--- src/rtl/sdr_line_pkg.sv ---
package sdr_line_pkg;

    typedef enum logic [2:0] {
        CMD_NOP = 3'd0,
        CMD_ACT = 3'd1,
        CMD_RD  = 3'd2,
        CMD_RDA = 3'd3,
        CMD_WR  = 3'd4,
        CMD_WRA = 3'd5
    } sdr_cmd_e;

    typedef enum logic [2:0] {
        ST_IDLE,
        ST_PREP,
        ST_ACT,
        ST_RCD,
        ST_CMD1,
        ST_GAP,
        ST_CMD2,
        ST_RECOV
    } seq_state_e;

    typedef struct packed {
        logic       v;
        logic       first;
        logic [1:0] unit;
    } beat_t;

    // NOP cycles between the two burst commands (command spacing of 4)
    localparam int unsigned BURST_GAP = 3;

endpackage

--- src/rtl/sdr_line_fsm.sv ---
module sdr_line_fsm
    import sdr_line_pkg::*;
#(
    parameter int ROW_W = 13,
    parameter int COL_W = 12,
    parameter int LINE_LSB = 5,
    parameter int TRP = 2
) (
    input  logic             clk,
    input  logic             rst_n,
    input  logic             req_valid,
    input  logic             req_write,
    input  logic [ROW_W-1:0] req_row,
    input  logic [COL_W-1:0] req_col,
    input  logic [1:0]       req_crit,
    input  logic [1:0]       cfg_rcd,
    input  logic             cfg_cl3,
    input  logic [2:0]       cfg_trwl,
    output logic             req_ready,
    output logic [2:0]       cmd,
    output logic [ROW_W-1:0] row_out,
    output logic [COL_W-1:0] col_out,
    output logic             dack,
    output logic             first_cmd,
    output logic             second_cmd,
    output logic             wr_q,
    output logic [1:0]       crit_q,
    output logic             cl3_q
);

    localparam int RECOV_MAX = 7 + TRP + 3;
    localparam int CNT_W = $clog2(RECOV_MAX + 1);
    localparam int BASE_W = COL_W - LINE_LSB;

    seq_state_e st, st_n;
    logic [CNT_W-1:0] cnt, cnt_n;
    logic [ROW_W-1:0] row_q;
    logic [BASE_W-1:0] base_q;
    logic [1:0] rcd_q;
    logic [2:0] trwl_q;
    logic accept;

    assign accept = (st == ST_IDLE) && req_valid;

    // state register and request capture
    always_ff @(posedge clk) begin
        if (!rst_n) begin
            st     <= ST_IDLE;
            cnt    <= '0;
            wr_q   <= 1'b0;
            row_q  <= '0;
            base_q <= '0;
            crit_q <= '0;
            rcd_q  <= '0;
            cl3_q  <= 1'b0;
            trwl_q <= '0;
        end else begin
            st  <= st_n;
            cnt <= cnt_n;
            if (accept) begin
                wr_q   <= req_write;
                row_q  <= req_row;
                base_q <= req_col[COL_W-1:LINE_LSB];
                crit_q <= req_crit;
                rcd_q  <= cfg_rcd;
                cl3_q  <= cfg_cl3;
                trwl_q <= cfg_trwl;
            end
        end
    end

    // next state
    always_comb begin
        st_n  = st;
        cnt_n = cnt;
        unique case (st)
            ST_IDLE: begin
                if (req_valid) st_n = req_write ? ST_PREP : ST_ACT;
            end
            ST_PREP: st_n = ST_ACT;
            ST_ACT: begin
                if (wr_q || rcd_q == 2'd0) begin
                    st_n = ST_CMD1;
                end else begin
                    st_n  = ST_RCD;
                    cnt_n = CNT_W'(rcd_q) - CNT_W'(1);
                end
            end
            ST_RCD: begin
                if (cnt == '0) st_n = ST_CMD1;
                else cnt_n = cnt - CNT_W'(1);
            end
            ST_CMD1: begin
                st_n  = ST_GAP;
                cnt_n = CNT_W'(BURST_GAP - 1);
            end
            ST_GAP: begin
                if (cnt == '0) st_n = ST_CMD2;
                else cnt_n = cnt - CNT_W'(1);
            end
            ST_CMD2: begin
                st_n = ST_RECOV;
                // tail beat + recovery + precharge, minus the final count cycle
                if (wr_q) cnt_n = CNT_W'(trwl_q) + CNT_W'(TRP);
                else cnt_n = CNT_W'(2 + TRP) + CNT_W'(cl3_q);
            end
            ST_RECOV: begin
                if (cnt == '0) st_n = ST_IDLE;
                else cnt_n = cnt - CNT_W'(1);
            end
            default: st_n = ST_IDLE;
        endcase
    end

    // outputs
    always_comb begin
        cmd        = CMD_NOP;
        row_out    = '0;
        col_out    = '0;
        dack       = 1'b0;
        first_cmd  = 1'b0;
        second_cmd = 1'b0;
        req_ready  = 1'b0;
        unique case (st)
            ST_IDLE: req_ready = 1'b1;
            ST_PREP: dack = 1'b1;
            ST_ACT: begin
                cmd     = CMD_ACT;
                row_out = row_q;
                dack    = wr_q;
            end
            ST_RCD, ST_GAP, ST_RECOV: cmd = CMD_NOP;
            ST_CMD1: begin
                cmd       = wr_q ? CMD_WR : CMD_RD;
                col_out   = {base_q, crit_q, 3'b000};
                first_cmd = 1'b1;
            end
            ST_CMD2: begin
                cmd        = wr_q ? CMD_WRA : CMD_RDA;
                col_out    = {base_q, ~crit_q[1], 4'b0000};
                second_cmd = 1'b1;
            end
            default: cmd = CMD_NOP;
        endcase
    end

endmodule

--- src/rtl/sdr_beat_gen.sv ---
module sdr_beat_gen
    import sdr_line_pkg::*;
(
    input  logic       clk,
    input  logic       rst_n,
    input  logic       first_cmd,
    input  logic       second_cmd,
    input  logic [1:0] crit,
    output beat_t      beat
);

    logic       pend_v;
    logic [1:0] pend_unit;
    logic       cmd_now;

    assign cmd_now = first_cmd | second_cmd;

    // second beat of each two-beat half follows one cycle later
    always_ff @(posedge clk) begin
        if (!rst_n) begin
            pend_v    <= 1'b0;
            pend_unit <= '0;
        end else begin
            pend_v    <= cmd_now;
            pend_unit <= first_cmd ? {crit[1], ~crit[0]} : {~crit[1], 1'b1};
        end
    end

    always_comb begin
        beat.v     = cmd_now | pend_v;
        beat.first = cmd_now;
        if (first_cmd)       beat.unit = crit;
        else if (second_cmd) beat.unit = {~crit[1], 1'b0};
        else                 beat.unit = pend_unit;
    end

endmodule

--- src/rtl/sdr_cl_delay.sv ---
module sdr_cl_delay
    import sdr_line_pkg::*;
#(
    parameter int MAX_CL = 3
) (
    input  logic  clk,
    input  logic  rst_n,
    input  logic  cl3,
    input  beat_t din,
    output beat_t dout
);

    beat_t stage [MAX_CL];

    always_ff @(posedge clk) begin
        if (!rst_n) stage[0] <= '0;
        else stage[0] <= din;
    end

    for (genvar i = 1; i < MAX_CL; i++) begin : g_stage
        always_ff @(posedge clk) begin
            if (!rst_n) stage[i] <= '0;
            else stage[i] <= stage[i-1];
        end
    end

    // stage[i] carries a delay of i+1 cycles
    assign dout = cl3 ? stage[2] : stage[1];

endmodule

--- src/rtl/sdr_line_seq.sv ---
module sdr_line_seq
    import sdr_line_pkg::*;
#(
    parameter int ROW_W = 13,
    parameter int COL_W = 12,
    parameter int DATA_W = 64,
    parameter int TRP = 2
) (
    input  logic             clk,
    input  logic             rst_n,
    input  logic [1:0]       cfg_rcd,
    input  logic             cfg_cl3,
    input  logic [2:0]       cfg_trwl,
    input  logic             req_valid,
    output logic             req_ready,
    input  logic             req_write,
    input  logic [ROW_W-1:0] req_row,
    input  logic [COL_W-1:0] req_col,
    input  logic [1:0]       req_crit,
    output logic [2:0]       sd_cmd,
    output logic [ROW_W-1:0] sd_row,
    output logic [COL_W-1:0] sd_col,
    output logic             dack,
    output logic             wr_beat_valid,
    output logic [1:0]       wr_beat_unit,
    output logic             rd_beat_valid,
    output logic [1:0]       rd_beat_unit,
    output logic             rd_bs
);

    localparam int UNIT_SH  = $clog2(DATA_W / 8);
    localparam int LINE_LSB = UNIT_SH + 2;

    logic       first_cmd, second_cmd, wr_q, cl3_q;
    logic [1:0] crit_q;
    beat_t      issue, rd_in, rd_out;

    sdr_line_fsm #(
        .ROW_W(ROW_W), .COL_W(COL_W), .LINE_LSB(LINE_LSB), .TRP(TRP)
    ) u_fsm (
        .clk(clk), .rst_n(rst_n),
        .req_valid(req_valid), .req_write(req_write),
        .req_row(req_row), .req_col(req_col), .req_crit(req_crit),
        .cfg_rcd(cfg_rcd), .cfg_cl3(cfg_cl3), .cfg_trwl(cfg_trwl),
        .req_ready(req_ready), .cmd(sd_cmd),
        .row_out(sd_row), .col_out(sd_col), .dack(dack),
        .first_cmd(first_cmd), .second_cmd(second_cmd),
        .wr_q(wr_q), .crit_q(crit_q), .cl3_q(cl3_q)
    );

    sdr_beat_gen u_beats (
        .clk(clk), .rst_n(rst_n),
        .first_cmd(first_cmd), .second_cmd(second_cmd),
        .crit(crit_q), .beat(issue)
    );

    always_comb begin
        rd_in   = issue;
        rd_in.v = issue.v & ~wr_q;
    end

    sdr_cl_delay #(.MAX_CL(3)) u_cl (
        .clk(clk), .rst_n(rst_n), .cl3(cl3_q),
        .din(rd_in), .dout(rd_out)
    );

    assign wr_beat_valid = issue.v & wr_q;
    assign wr_beat_unit  = wr_beat_valid ? issue.unit : 2'b00;
    assign rd_beat_valid = rd_out.v;
    assign rd_beat_unit  = rd_out.v ? rd_out.unit : 2'b00;
    assign rd_bs         = rd_out.v & rd_out.first;

endmodule

--- config.mk ---
export PLATFORM = sky130hd
export DESIGN_NAME = sdr_line_seq
export DESIGN_NICKNAME = d
export VERILOG_FILES = /design/src/rtl/sdr_line_pkg.sv /design/src/rtl/sdr_line_fsm.sv /design/src/rtl/sdr_beat_gen.sv /design/src/rtl/sdr_cl_delay.sv /design/src/rtl/sdr_line_seq.sv
export SDC_FILE = /design/constraint.sdc
export NUM_CORES = 1
export LEC_CHECK = 0
export BUFFER_PORTS_ARGS = -buffer_cell sky130_fd_sc_hd__buf_2
export CAP_MARGIN = 10
export CORE_MARGIN = 10
export CORE_UTILIZATION = 45
export CTS_CLUSTER_DIAMETER = 60
export DETAILED_ROUTE_END_ITERATION = 10
export PLACE_DENSITY_LB_ADDON = 0.05
export SLEW_MARGIN = 25
export SYNTH_ARGS = -nofsm -noshare
export SYNTH_HDL_FRONTEND = slang
export SYNTH_SLANG_ARGS = --single-unit
--- constraint.sdc ---
create_clock -name clk -period 1.82 [get_ports clk]
set_input_delay 0.273 -clock clk [delete_from_list [all_inputs] [get_ports clk]]
set_output_delay 0.273 -clock clk [all_outputs]
set_load 0.02 [all_outputs]
== After elaboration in Yosys (flattened, before gate mapping) ==
Memory sizes are Yosys's and may differ from the RTL's.
Index checks and enable logic that the tools add are counted.

* Bits in registers: 39
* Bits in writable memories: 12
* Output and inout port bits: 37
* Logic and storage cells: 80
* Memories: 1

{| class="wikitable"
|+ Memory list
! name !! words !! bits a word !! read ports !! clocked after Yosys merged registers in !! write ports !! line !! RTL
|-
| u_cl.stage || 3 || 4 || 3 || 0 || 3 || sdr_cl_delay.sv:13 || <nowiki>beat_t stage [MAX_CL];</nowiki>
|}

* Add/subtract/negate cells: 4
* Equality and inequality tests: 13
* Mux-type cells: 31
* Bitwise gates (word level): 11
* Reduce and logical (&&, ||, !) cells: 9

{| class="wikitable"
|+ Operators by type and width
! cell !! number
|-
| 4-bit two-way mux || 7
|-
| 12-bit one-hot mux with 2 select lines || 1
|-
| 3-bit one-hot mux with 8 select lines || 1
|-
| 3-bit two-way mux || 7
|-
| 4-bit one-hot mux with 4 select lines || 1
|-
| 13-bit two-way mux || 1
|-
| 3-bit equality test (second input constant) || 4
|-
| 2-bit two-way mux || 6
|-
| 3-bit one-hot mux with 3 select lines || 1
|-
| 3-bit by 2-bit equality test with 1-bit output (second input constant) || 2
|-
| 2-bit by 1-bit != test with 1-bit output (second input constant) || 3
|-
| 2-bit != test (second input constant) || 3
|-
| 1-bit two-way mux || 5
|-
| 1-bit OR || 5
|-
| 3-bit by 1-bit adder with 4-bit output (first input constant) || 1
|-
| 3-bit by 2-bit adder with 4-bit output (second input constant) || 1
|-
| 4-bit logical NOT || 1
|-
| 4-bit AND reduction || 1
|-
| 4-bit nonzero test || 1
|-
| 4-bit by 1-bit subtractor with 4-bit output (second input constant) || 1
|-
| 1-bit AND || 3
|-
| 3-bit by 1-bit equality test with 1-bit output (second input constant) || 1
|-
| 3-bit logical NOT || 1
|-
| 1-bit inverter || 3
|-
| 7 further kinds || 7
|}

== Depth between registers and ports, before layout ==
Gate-level depths: netlist of run 1.

* Depth after elaboration: 6
* Gate-level depth with buffers: 7
* Mapped depth without buffers: 6

== By module ==
A second synthesis of run 1 with hierarchy kept.

* Cells, all modules: 301
* Area total of the unflattened synthesis: 2519.9 um^2

{| class="wikitable"
|+ Modules (own cells, without submodules)
! module !! times used !! cells each !! area an instance (um^2) !! sequential area each (um^2)
|-
| sdr_line_fsm || 1 || 247 || 1953.1 || 720.7
|-
| sdr_cl_delay || 1 || 29 || 365.4 || 240.2
|-
| sdr_beat_gen || 1 || 18 || 157.7 || 60.1
|-
| sdr_line_seq || 1 || 7 || 43.8 || 0.0
|}

== Least setup slack after synthesis of run 1 ==
No wires, ideal clock.

* Path type: register to output
* Start: register u_fsm.st[0]
* End: output port wr_beat_unit[0]
* Arrival: 1.674 ns
* Data required time: 1.547 ns
* Slack: -0.127 ns
* Stages on the path, launching flop included: 6
* Path buffers: 1
* Cells stage by stage: dfxtp_1 buf_4 nand2b_4 nor3b_1 a21oi_1 nor2_1

* Word-level cells in the longest chain between the ends: 6

{| class="wikitable"
|+ Ends and longest elaborated chain
! element !! line !! RTL
|-
| from (decl) || sdr_line_fsm.sv:35 || <nowiki>seq_state_e st, st_n;</nowiki>
|-
| from (signal assigned) || sdr_line_fsm.sv:58 || <nowiki>st <= st_n;</nowiki>
|-
| 3-bit equality test || sdr_line_fsm.sv:124 || <nowiki>unique case (st)</nowiki>
|-
| 1-bit two-way mux || sdr_line_fsm.sv:124 ||
|-
| 1-bit OR || sdr_beat_gen.sv:16 || <nowiki>assign cmd_now = first_cmd | second_cmd;</nowiki>
|-
| 1-bit OR || sdr_beat_gen.sv:30 || <nowiki>beat.v = cmd_now | pend_v;</nowiki>
|-
| 1-bit AND || sdr_line_seq.sv:67 || <nowiki>assign wr_beat_valid = issue.v & wr_q;</nowiki>
|-
| 2-bit two-way mux (*) || sdr_line_seq.sv:68 || <nowiki>assign wr_beat_unit = wr_beat_valid ? issue.unit : 2'b00;</nowiki>
|-
| to (decl) || sdr_line_seq.sv:25 || <nowiki>output logic [1:0] wr_beat_unit,</nowiki>
|}

Every way passes the cells marked *; elsewhere a longest branch is shown, timed or not.

== Final worst setup path of run 1 ==
* Start: register u_fsm.cl3_q
* End: output port rd_beat_unit[1]

* Word-level cells in the longest chain between the ends: 2

{| class="wikitable"
|+ Ends and longest elaborated chain
! element !! line !! RTL
|-
| from (decl) || sdr_line_fsm.sv:28 || <nowiki>output logic cl3_q</nowiki>
|-
| from (signal assigned) || sdr_line_fsm.sv:66 || <nowiki>cl3_q <= cfg_cl3;</nowiki>
|-
| 4-bit two-way mux || sdr_cl_delay.sv:28 || <nowiki>assign dout = cl3 ? stage[2] : stage[1];</nowiki>
|-
| 2-bit two-way mux || sdr_line_seq.sv:70 || <nowiki>assign rd_beat_unit = rd_out.v ? rd_out.unit : 2'b00;</nowiki>
|-
| to (decl) || sdr_line_seq.sv:27 || <nowiki>output logic [1:0] rd_beat_unit,</nowiki>
|}

Every way passes these cells.

==> flow_summary.toml, run 1 <==
[clocking]
clock-root-buffer = "clkbuf_8"
htreeDepth = 2
clk_latency_ns = 0.29
cts_sinks = 50
cts-hold-fix-buffers = 0
clk_path_buf_depth = 2
post_cts_buffers = 0
path_clk_slew_ns = 0.09
numCtsBuffers = 5
cts_tree = "done"

[critical_path]
crit_family = "flip-flops"
critical_path_class = "flop to output pin"
cp.arrival_ns = 1.44
required_ns = 1.55
path_cells = "mux2i_1 > nor2_1 > buf_2"
cp_slowest_cell = "dfxtp_1"
start_kind = "flop"
cp_max_fo = 6
critPathMaxStageDelay_ns = 0.53
worstSetupEndpointType = "output pin"
critPathBufInv = 1

[sta]
post-route-period-util = 0.942
finClkSkew_ns = 0.00429
setup_viol = 0
tns_ns = 0
rsz0062_at_grt = "false"
hold_viol = 0
finalMaxSlewViolations = 0
setup_ws_ns = 0.106
clock.fmax_ghz = 0.584
timing.final.crit_period_ns = 1.71

[floorplan]
die_h_um = 94.0
rows = 26
dieArea_um2 = 8830
coreArea_um2 = 5200
die_w_um = 94.0
pin_count = 74
start_util = 0.473

[placed_design]
hpwlAfterDp_mm = 4.25
dp_slack_ns = 0.247
portBuffers = 65
placed_cell_area_um2 = 2800
place_congestion = 0.859

[cells_and_area]
final_nets = 394
drive_gt1_frac = 0.292
antennaDiodeCount = 0
final_common_cell = "buf_2"
finalInstanceArea_um2 = 2930
area_growth_pct = 19.0
final_cell_mix = "65 x buf_2, 63 x nand2_1, 46 x dfxtp_1"

[logic_synthesis]
synth_top_family_by_area = "simple AND/OR/NAND/NOR gates"
synth_area_um2 = 2460
synthMuxAreaShare = 0.0249
ys_seq_area_frac = 0.407
yosysWarnings = 0
synth_fa_ha_area_frac = 0.0203
ys_ff_latch = 50
synth-simple-area-share = 0.275
synth_cell_types = 43
synthXorXnorAreaFrac = 0.00712
avgSynthCellArea_um2 = 8.34
synth-compound-area-share = 0.187
synthCells = 295

[pwr]
combPwrFrac = 0.378
powerDensity_nw_per_um2 = 1240
p_total_uw = 3620
pwr-share-seq = 0.405
peakVddDrop_mv = 0.504
intPower_uw = 2290
p_clk_frac = 0.217
p_leak_uw = 0.00139
p_sw_uw = 1330
swShare = 0.369

[drt]
wl_mm = 5.79
firstDrtPassIters = 4
vias_per_cell = 4.93
drt_iter0_markers = 70
wl_per_cell_um = 13.7
final_antenna_net_count = 0
vias = 2084
drc_errors = 0

[run_status]
outcome = "completed"

[global_routing]
grt_max_degree = 30
grt_first_pass_wirelength_mm = 9.65
grt_usage = 0.133
overflow = 0
grt_pass1_vias = 2103
grt_antenna_before_repair = 0

[min_path]
hold_path_class = "input pin to flop"

[flow_run]
drv_cap = 0
## per-layer routing
metal  track usage  part of all wire  vias to the layer above  wire length (um)
li1              -                 -                     1085                 -
met1         0.153              0.45                      946              2580
met2         0.217              0.46                       46              2640
met3        0.0616             0.087                        7               506
met4        0.0405             0.010                        0                58
met5             0                 0                        -                 0
## final cells by class
type | count | area [um^2]
Clock inverter | 1 | 30.0
Inverter | 9 | 36.3
Sequential cell | 50 | 1010
Tap cell | 70 | 87.6
Fill cell | 507 | 2280
Multi-Input combinational cell | 212 | 1290
Timing Repair Buffer | 75 | 400
Clock buffer | 6 | 82.6
## worst paths after layout
path,from,to,slack (ns),depth (start not counted)
min reg2reg,u_cl.stage[0][3],u_cl.stage[1][3],0.44,1
min,req_row[6],u_fsm.row_q[6],0.21,3
max,u_fsm.cl3_q,rd_beat_unit[1],0.11,3
max reg2reg,u_fsm.cnt[0],u_fsm.cnt[1],0.24,6
## registers in the layout, indices dropped and copies added, names as in the netlist
name and cells:
u_beats.pend_unit 2, u_fsm.cl3_q 1, u_fsm.trwl_q 3, u_fsm.crit_q 2, u_fsm.cnt 4, u_fsm.wr_q 1, u_cl.stage 12, u_fsm.rcd_q 2
u_fsm.st 3, u_fsm.row_q 13, u_fsm.base_q 7
## tightest hold or removal path: stages
cell	delay, ns
buf_2	0.09
nand2_1	0.06
a21boi_2	0.04
## synthesized netlist by cell type
library cell | count | area [um^2]
and3_1 | 23 | 144
a21boi_0 | 20 | 150
and2_1 | 9 | 56.3
buf_8 | 2 | 30.0
buf_2 | 7 | 35.0
nand2_1 | 63 | 236
nor3_4 | 1 | 16.3
o311a_1 | 1 | 10.0
and4_1 | 1 | 8.76
nor2b_1 | 4 | 25.0
or2_2 | 1 | 6.26
inv_2 | 1 | 3.75
and2_4 | 1 | 8.76
nand3_1 | 2 | 10.0
buf_4 | 6 | 45.0
xnor2_1 | 2 | 17.5
nand4bb_1 | 1 | 11.3
nor2_1 | 19 | 71.3
ha_1 | 4 | 50.1
o31ai_1 | 1 | 7.51
mux2i_1 | 5 | 50.1
a2bb2oi_1 | 1 | 8.76
conb_1 | 1 | 3.75
o21ai_0 | 8 | 40.0
and3b_1 | 1 | 8.76
o211a_1 | 2 | 20.0
o21ai_1 | 1 | 5.00
nand2b_4 | 1 | 13.8
a221oi_1 | 2 | 17.5
nor3_1 | 1 | 5.00
mux2_2 | 1 | 11.3
a32oi_1 | 1 | 8.76
o311ai_0 | 1 | 8.76
clkbuf_1 | 10 | 37.5
a22oi_1 | 1 | 7.51
a21oi_1 | 10 | 50.1
nand2b_1 | 5 | 31.3
buf_6 | 1 | 11.3
dfxtp_1 | 50 | 1000
o22ai_1 | 2 | 12.5
nor3b_1 | 3 | 22.5
inv_1 | 8 | 30.0
a21boi_2 | 10 | 113
## power by group through the flow
stage          logic [uW]  clock network, uW  registers [uW]
2_1_floorplan        1160                  0            1390
3_3_place_gp         1360                  0            1480
3_5_place_dp         1370                  0            1490
4_1_cts              1380                813            1460
5_1_grt              1540                850            1500
6_report             1370                785            1470
## cells by family after synthesis
| family | count (synthesis) |
|---|---|
| and+or+nand+nor | 136 |
| AOI/OAI and AO/OA | 61 |
| DFF | 50 |
| buffers and inverters | 35 |
| muxes | 6 |
| adders and majority gates | 4 |
| xor gates and xnor gates | 2 |
| other | 1 |
## through the flow
step / util / hold slack [ns] / std cells
floorplan: - / 0.412 / 297
global placement: 0.538 / 0.413 / 416
detailed placement: 0.538 / 0.418 / 416
CTS: 0.561 / 0.201 / 423
global route: 0.563 / 0.210 / 423
finish: 0.563 / 0.211 / 423
## repair_timing
item	CTS	global route
setup endpoints to repair	16	2
resized for setup	4	2
pin swaps	0	0
Note: power is estimated with default switching activity, not from simulation.
==> run 2, diff against run 1 <==
Settings changed: CORE_ASPECT_RATIO from default to 0.75.
==> run 2 against run 1 <==
Effect of this change:
- critical endpoint unchanged
- sequential cell count unchanged
- die area up 0.34%
- worst setup slack better by 0.0028 ns
- first-iteration DRC count down 21%
- wire length up 5.5%
- critical path depth unchanged
==> flow_summary.toml, run 2 (synthesis gave the netlist of run 1 again) <==
[sta]
hold_viol = 0
timing.final.crit_period_ns = 1.71
clock.fmax_ghz = 0.585
setup_viol = 0
finClkSkew_ns = 0.00759
post-route-period-util = 0.940
whs_ns = 0.200
finalMaxSlewViolations = 0

[min_path]
min-delay-start = "req_row[4]"
holdPathStages = 3
hold_path_class = "input pin to flop"
hold_end = "u_fsm.row_q[4]"

[critical_path]
cp.arrival_ns = 1.44
cp_max_fo = 6
reg2reg_to = "u_fsm.cnt[1]"
timing.rr.start = "u_fsm.cnt[0]"
required_ns = 1.55
critical_path_class = "flop to output pin"
worstSetupEndpointType = "output pin"
reg2reg_depth = 6
start_kind = "flop"
rrSetupSlack_ns = 0.24

[placed_design]
place_congestion = 0.768
portBuffers = 65
dp_cells = 423
hpwlAfterDp_mm = 4.37

[pwr]
powerDensity_nw_per_um2 = 1240
peakVddDrop_mv = 0.512
swShare = 0.377
p_clk_frac = 0.210
intPower_uw = 2310
p_leak_uw = 0.00141
p_sw_uw = 1400
pwr-share-seq = 0.387
combPwrFrac = 0.402

[clocking]
clk_path_buf_depth = 2
numCtsBuffers = 5
cts-hold-fix-buffers = 0
htreeDepth = 2
path_clk_slew_ns = 0.09
clk_latency_ns = 0.31
cts_tree = "done"
post_cts_buffers = 0
clock-root-buffer = "clkbuf_8"
cts_sinks = 50

[floorplan]
pin_count = 74
rows = 23
die_w_um = 105
start_util = 0.462
dieArea_um2 = 8860
coreArea_um2 = 5320
die_h_um = 84.0

[drt]
vias_per_cell = 4.86
drt_iter0_markers = 55
wl_mm = 6.11
drc_errors = 0
wl_per_cell_um = 14.2
final_antenna_net_count = 0
vias = 2094
firstDrtPassIters = 4

[global_routing]
grt_pass1_vias = 2099
grt_usage = 0.136
grt_antenna_before_repair = 0
grt_max_degree = 33
grt_first_pass_wirelength_mm = 10.0
overflow = 0

[cells_and_area]
antennaDiodeCount = 0
drive_gt1_frac = 0.298
final_nets = 396
instances_no_fill = 431
final_cell_mix = "65 x buf_2, 63 x nand2_1, 48 x dfxtp_1"
final_common_cell = "buf_2"
reg.largest.list = "u_fsm.row_q (13), u_cl.stage (12), u_fsm.base_q (7)"
area_growth_pct = 21.2
top_register = "u_fsm.row_q"
nFillCells = 517
largest_reg_flops = 13

[run_status]
outcome = "completed"

[flow_run]
drv_cap = 0
==> run 2: layout make-up <==
cell class	count	area, um^2	area share
clock buffer	6	72.6	0.0243
clock inverter	2	37.5	0.0126
inverter	9	38.8	0.0130
multi-input combinational	212	1300	0.435
sequential	50	1000	0.336
tap	75	93.8	0.0315
timing repair buffer	77	440	0.148
==> run 2: worst max-delay path by stage <==
| stage | startpoint | cells past startpoint | slack [ns] | endpoint |
|---|---|---|---|---|
| 3_5_place_dp | u_fsm.cnt[0] | 6 | 0.27 | u_fsm.cnt[1] |
| 4_1_cts | u_fsm.st[0] | 5 | 0.02 | dack |
| 5_1_grt | u_fsm.st[1] | 6 | -0.01 | wr_beat_unit[1] |
| 2_1_floorplan | u_fsm.st[0] | 5 | 0.14 | wr_beat_unit[0] |
| 3_3_place_gp | u_fsm.st[0] | 5 | 0.30 | dack |
| 6_report | u_fsm.cl3_q | 3 | 0.11 | rd_beat_unit[1] |
==> run 2: critical path: stages (launching register included) <==
cell	delay (ns)
dfxtp_1	0.54
mux2i_2	0.35
nor2_1	0.08
buf_2	0.16
==> run 2: power groups by stage <==
stage               sequential [uW]  clock [uW]  combinational [uW]
floorplan                      1390           0                1160
global placement               1450           0                1460
detailed placement             1460           0                1470
CTS                            1430         794                1480
global route                   1470         840                1660
finish                         1440         780                1490
==> run 2: what timing repair did <==
| action | 4_1_cts | 5_1_grt |
|---|---|---|
| endpoints found under the setup margin | 1 | 9 |
| resized for setup | 1 | 8 |
| hold endpoints to repair | 0 | 0 |
| pin swaps | 0 | 1 |
| gates cloned | 0 | 0 |
==> run 2: per-layer routing <==
layer  track usage  routed length [um]  vias to the layer above
li1              -                   -                     1094
met1         0.173                2970                      947
met2         0.208                2670                       47
met3        0.0525                 424                        6
met4        0.0336                  45                        0
met5             0                   0                        -
==> run 2: per-stage QoR <==
| stage | util | cell area (um^2) | setup slack (ns) | power (uW) | TNS, ns |
|---|---|---|---|---|---|
| floorplan | - | 2470 | 0.140 | 2550 | 0 |
| global placement | 0.535 | 2850 | 0.296 | 2910 | 0 |
| detailed placement | 0.535 | 2850 | 0.269 | 2930 | 0 |
| CTS | 0.556 | 2960 | 0.0207 | 3700 | 0 |
| global route | 0.560 | 2980 | -0.0123 | 3960 | -0.0123 |
| finish | 0.560 | 2980 | 0.109 | 3710 | 0 |
==> run 3, diff against run 2 <==
Settings changed: SYNTH_HIERARCHICAL from default to 1.
==> run 3 against run 2 <==
Effect of this change:
- clock-buffer cell count did not move
- clock power rose by 6.3%
- non-clock buffer count rose by 6
- die area rose by 1.9%
- critical endpoint is now wr_beat_unit[0]
- via count rose by 4.5%
- area after synthesis rose by 2.4%
- critical path depth rose by 2
==> flow_summary.toml, run 3 <==
[logic_synthesis]
synthMostInstantiatedCell = "nand2_1"
synth_edf_count = 0
synthCells = 301
yosysTopAreaCellShare = 0.405
synth_cell_types = 50
ys_seq_area_frac = 0.405
async_reset_ff_frac = 0
yosysTopAreaCell = "dfxtp_1"
synth.top_cells.by_count = "67 x nand2_1, 51 x dfxtp_1, 25 x and3_1"
avgSynthCellArea_um2 = 8.37
yosysWarnings = 6
synth.top_cells.by_area = "dfxtp_1 41%, nand2_1 10%, and3_1 6.2%"
synth_area_um2 = 2520
ys_ff_latch = 51
synth_flop_cell = "dfxtp_1"

[critical_path]
required_ns = 1.55
cp_max_fo = 4
worstSetupEndpointType = "output pin"
start_kind = "flop"
critical_path_class = "flop to output pin"
cp.arrival_ns = 1.53
reg2reg_depth = 7

[drt]
drt_iter0_markers = 111
drc_errors = 0
wl_per_cell_um = 14.5
vias_per_cell = 4.93
firstDrtPassIters = 4
wl_mm = 6.43
vias = 2188
final_antenna_net_count = 0

[cells_and_area]
area_growth_pct = 25.2
antennaDiodeCount = 0
drive_gt1_frac = 0.317
final_cell_mix = "66 x nand2_1, 57 x buf_2, 47 x dfxtp_1"
finalInstanceArea_um2 = 3160
instances_no_fill = 444
reg.largest.list = "u_fsm/row_q (13), u_cl/stage (12), u_fsm/base_q (7)"
nFillCells = 523
multi_input_area_um2 = 1340
top_register = "u_fsm/row_q"
largest_reg_flops = 13
regArea_um2 = 1030
final_common_cell = "nand2_1"
final_nets = 409

[placed_design]
hpwlAfterDp_mm = 4.46
place_congestion = 0.798
portBuffers = 65
dp_cells = 430
placed_cell_area_um2 = 2880

[flow_run]
drv_cap = 0

[clocking]
path_clk_slew_ns = 0.09
numCtsBuffers = 5
clk_latency_ns = 0.30
htreeDepth = 2
cts_tree = "done"
cts-hold-fix-buffers = 0
clk_path_buf_depth = 2
cts_sinks = 51
clock-root-buffer = "clkbuf_8"

[pwr]
p_total_uw = 3450
peakVddDrop_mv = 0.454
p_leak_uw = 0.00148
powerDensity_nw_per_um2 = 1090

[floorplan]
coreArea_um2 = 5380
start_util = 0.468
rows = 23
pin_count = 74
die_h_um = 84.8
die_w_um = 106
dieArea_um2 = 9020

[sta]
hold_viol = 0
finalMaxSlewViolations = 0
whs_ns = 0.197
clock.fmax_ghz = 0.554
timing.final.crit_period_ns = 1.81
rsz0062_at_grt = "true"
finClkSkew_ns = 0.00702
post-route-period-util = 0.992
setup_viol = 0

[global_routing]
grt_usage = 0.139
overflow = 0
grt_max_degree = 37
grt_first_pass_wirelength_mm = 10.4
grt_pass1_vias = 2063
grt_antenna_before_repair = 0

[min_path]
holdPathStages = 3
hold_path_class = "input pin to flop"

[run_status]
outcome = "completed"
run 3: critical path: stages (launching register included):
cell,delay [ns]
dfxtp_4,0.37
and3_4,0.18
or2_4,0.26
o21ai_2,0.12
and3_1,0.19
buf_6,0.12
run 3: logic make-up after synthesis:
kind of cell | share of synthesized area
other cells | 0.00149
xor+xnor | 0.00348
compound gates | 0.166
simple gates | 0.291
fa+ha+maj | 0.0199
flops | 0.405
buf+inv | 0.0909
mux | 0.0218
run 3: area by class of cell:
| type | count | area share |
|---|---|---|
| multi-input combinational | 215 | 0.424 |
| clock buffer | 6 | 0.0262 |
| clock inverter | 2 | 0.0123 |
| inverter | 12 | 0.0155 |
| tap | 75 | 0.0297 |
| sequential | 51 | 0.326 |
| timing repair buffer | 83 | 0.166 |
run 3: per-layer routing:
layer,share of wire,GRT usage
met5,0,0
met1,0.49,0.187
met2,0.43,0.207
met3,0.077,0.0527
met4,0.0050,0.0307
run 3: per-stage QoR:
stage	setup WS, ns	setup TNS, ns	util
2_1_floorplan	0.0156	0	-
3_3_place_gp	0.145	0	0.535
3_5_place_dp	0.101	0	0.535
4_1_cts	-0.0226	-0.0412	0.576
5_1_grt	-0.0802	-0.668	0.586
6_report	0.0142	0	0.586
run 3: final timing paths:
kind	slack [ns]	startpoint	endpoint
setup / recovery	0.01	u_fsm/st[1]	wr_beat_unit[0]
hold / removal	0.20	req_col[5]	u_fsm/base_q[0]
setup reg to reg	0.17	u_fsm/st[1]	u_fsm/base_q[5]
hold reg to reg	0.44	u_cl/stage[0][3]	u_cl/stage[1][3]
run 3: power breakdown:
part           internal, uW  switching, uW
Sequential             1280           93.3
Combinational           526            718
Clock                   452            376
run 3: repair_timing:
action                     CTS  global route
gates resized for setup     21            14
setup endpoints to repair   16            20
pin swaps                    2             5
cloned                       0             0
setup buffers                5             1
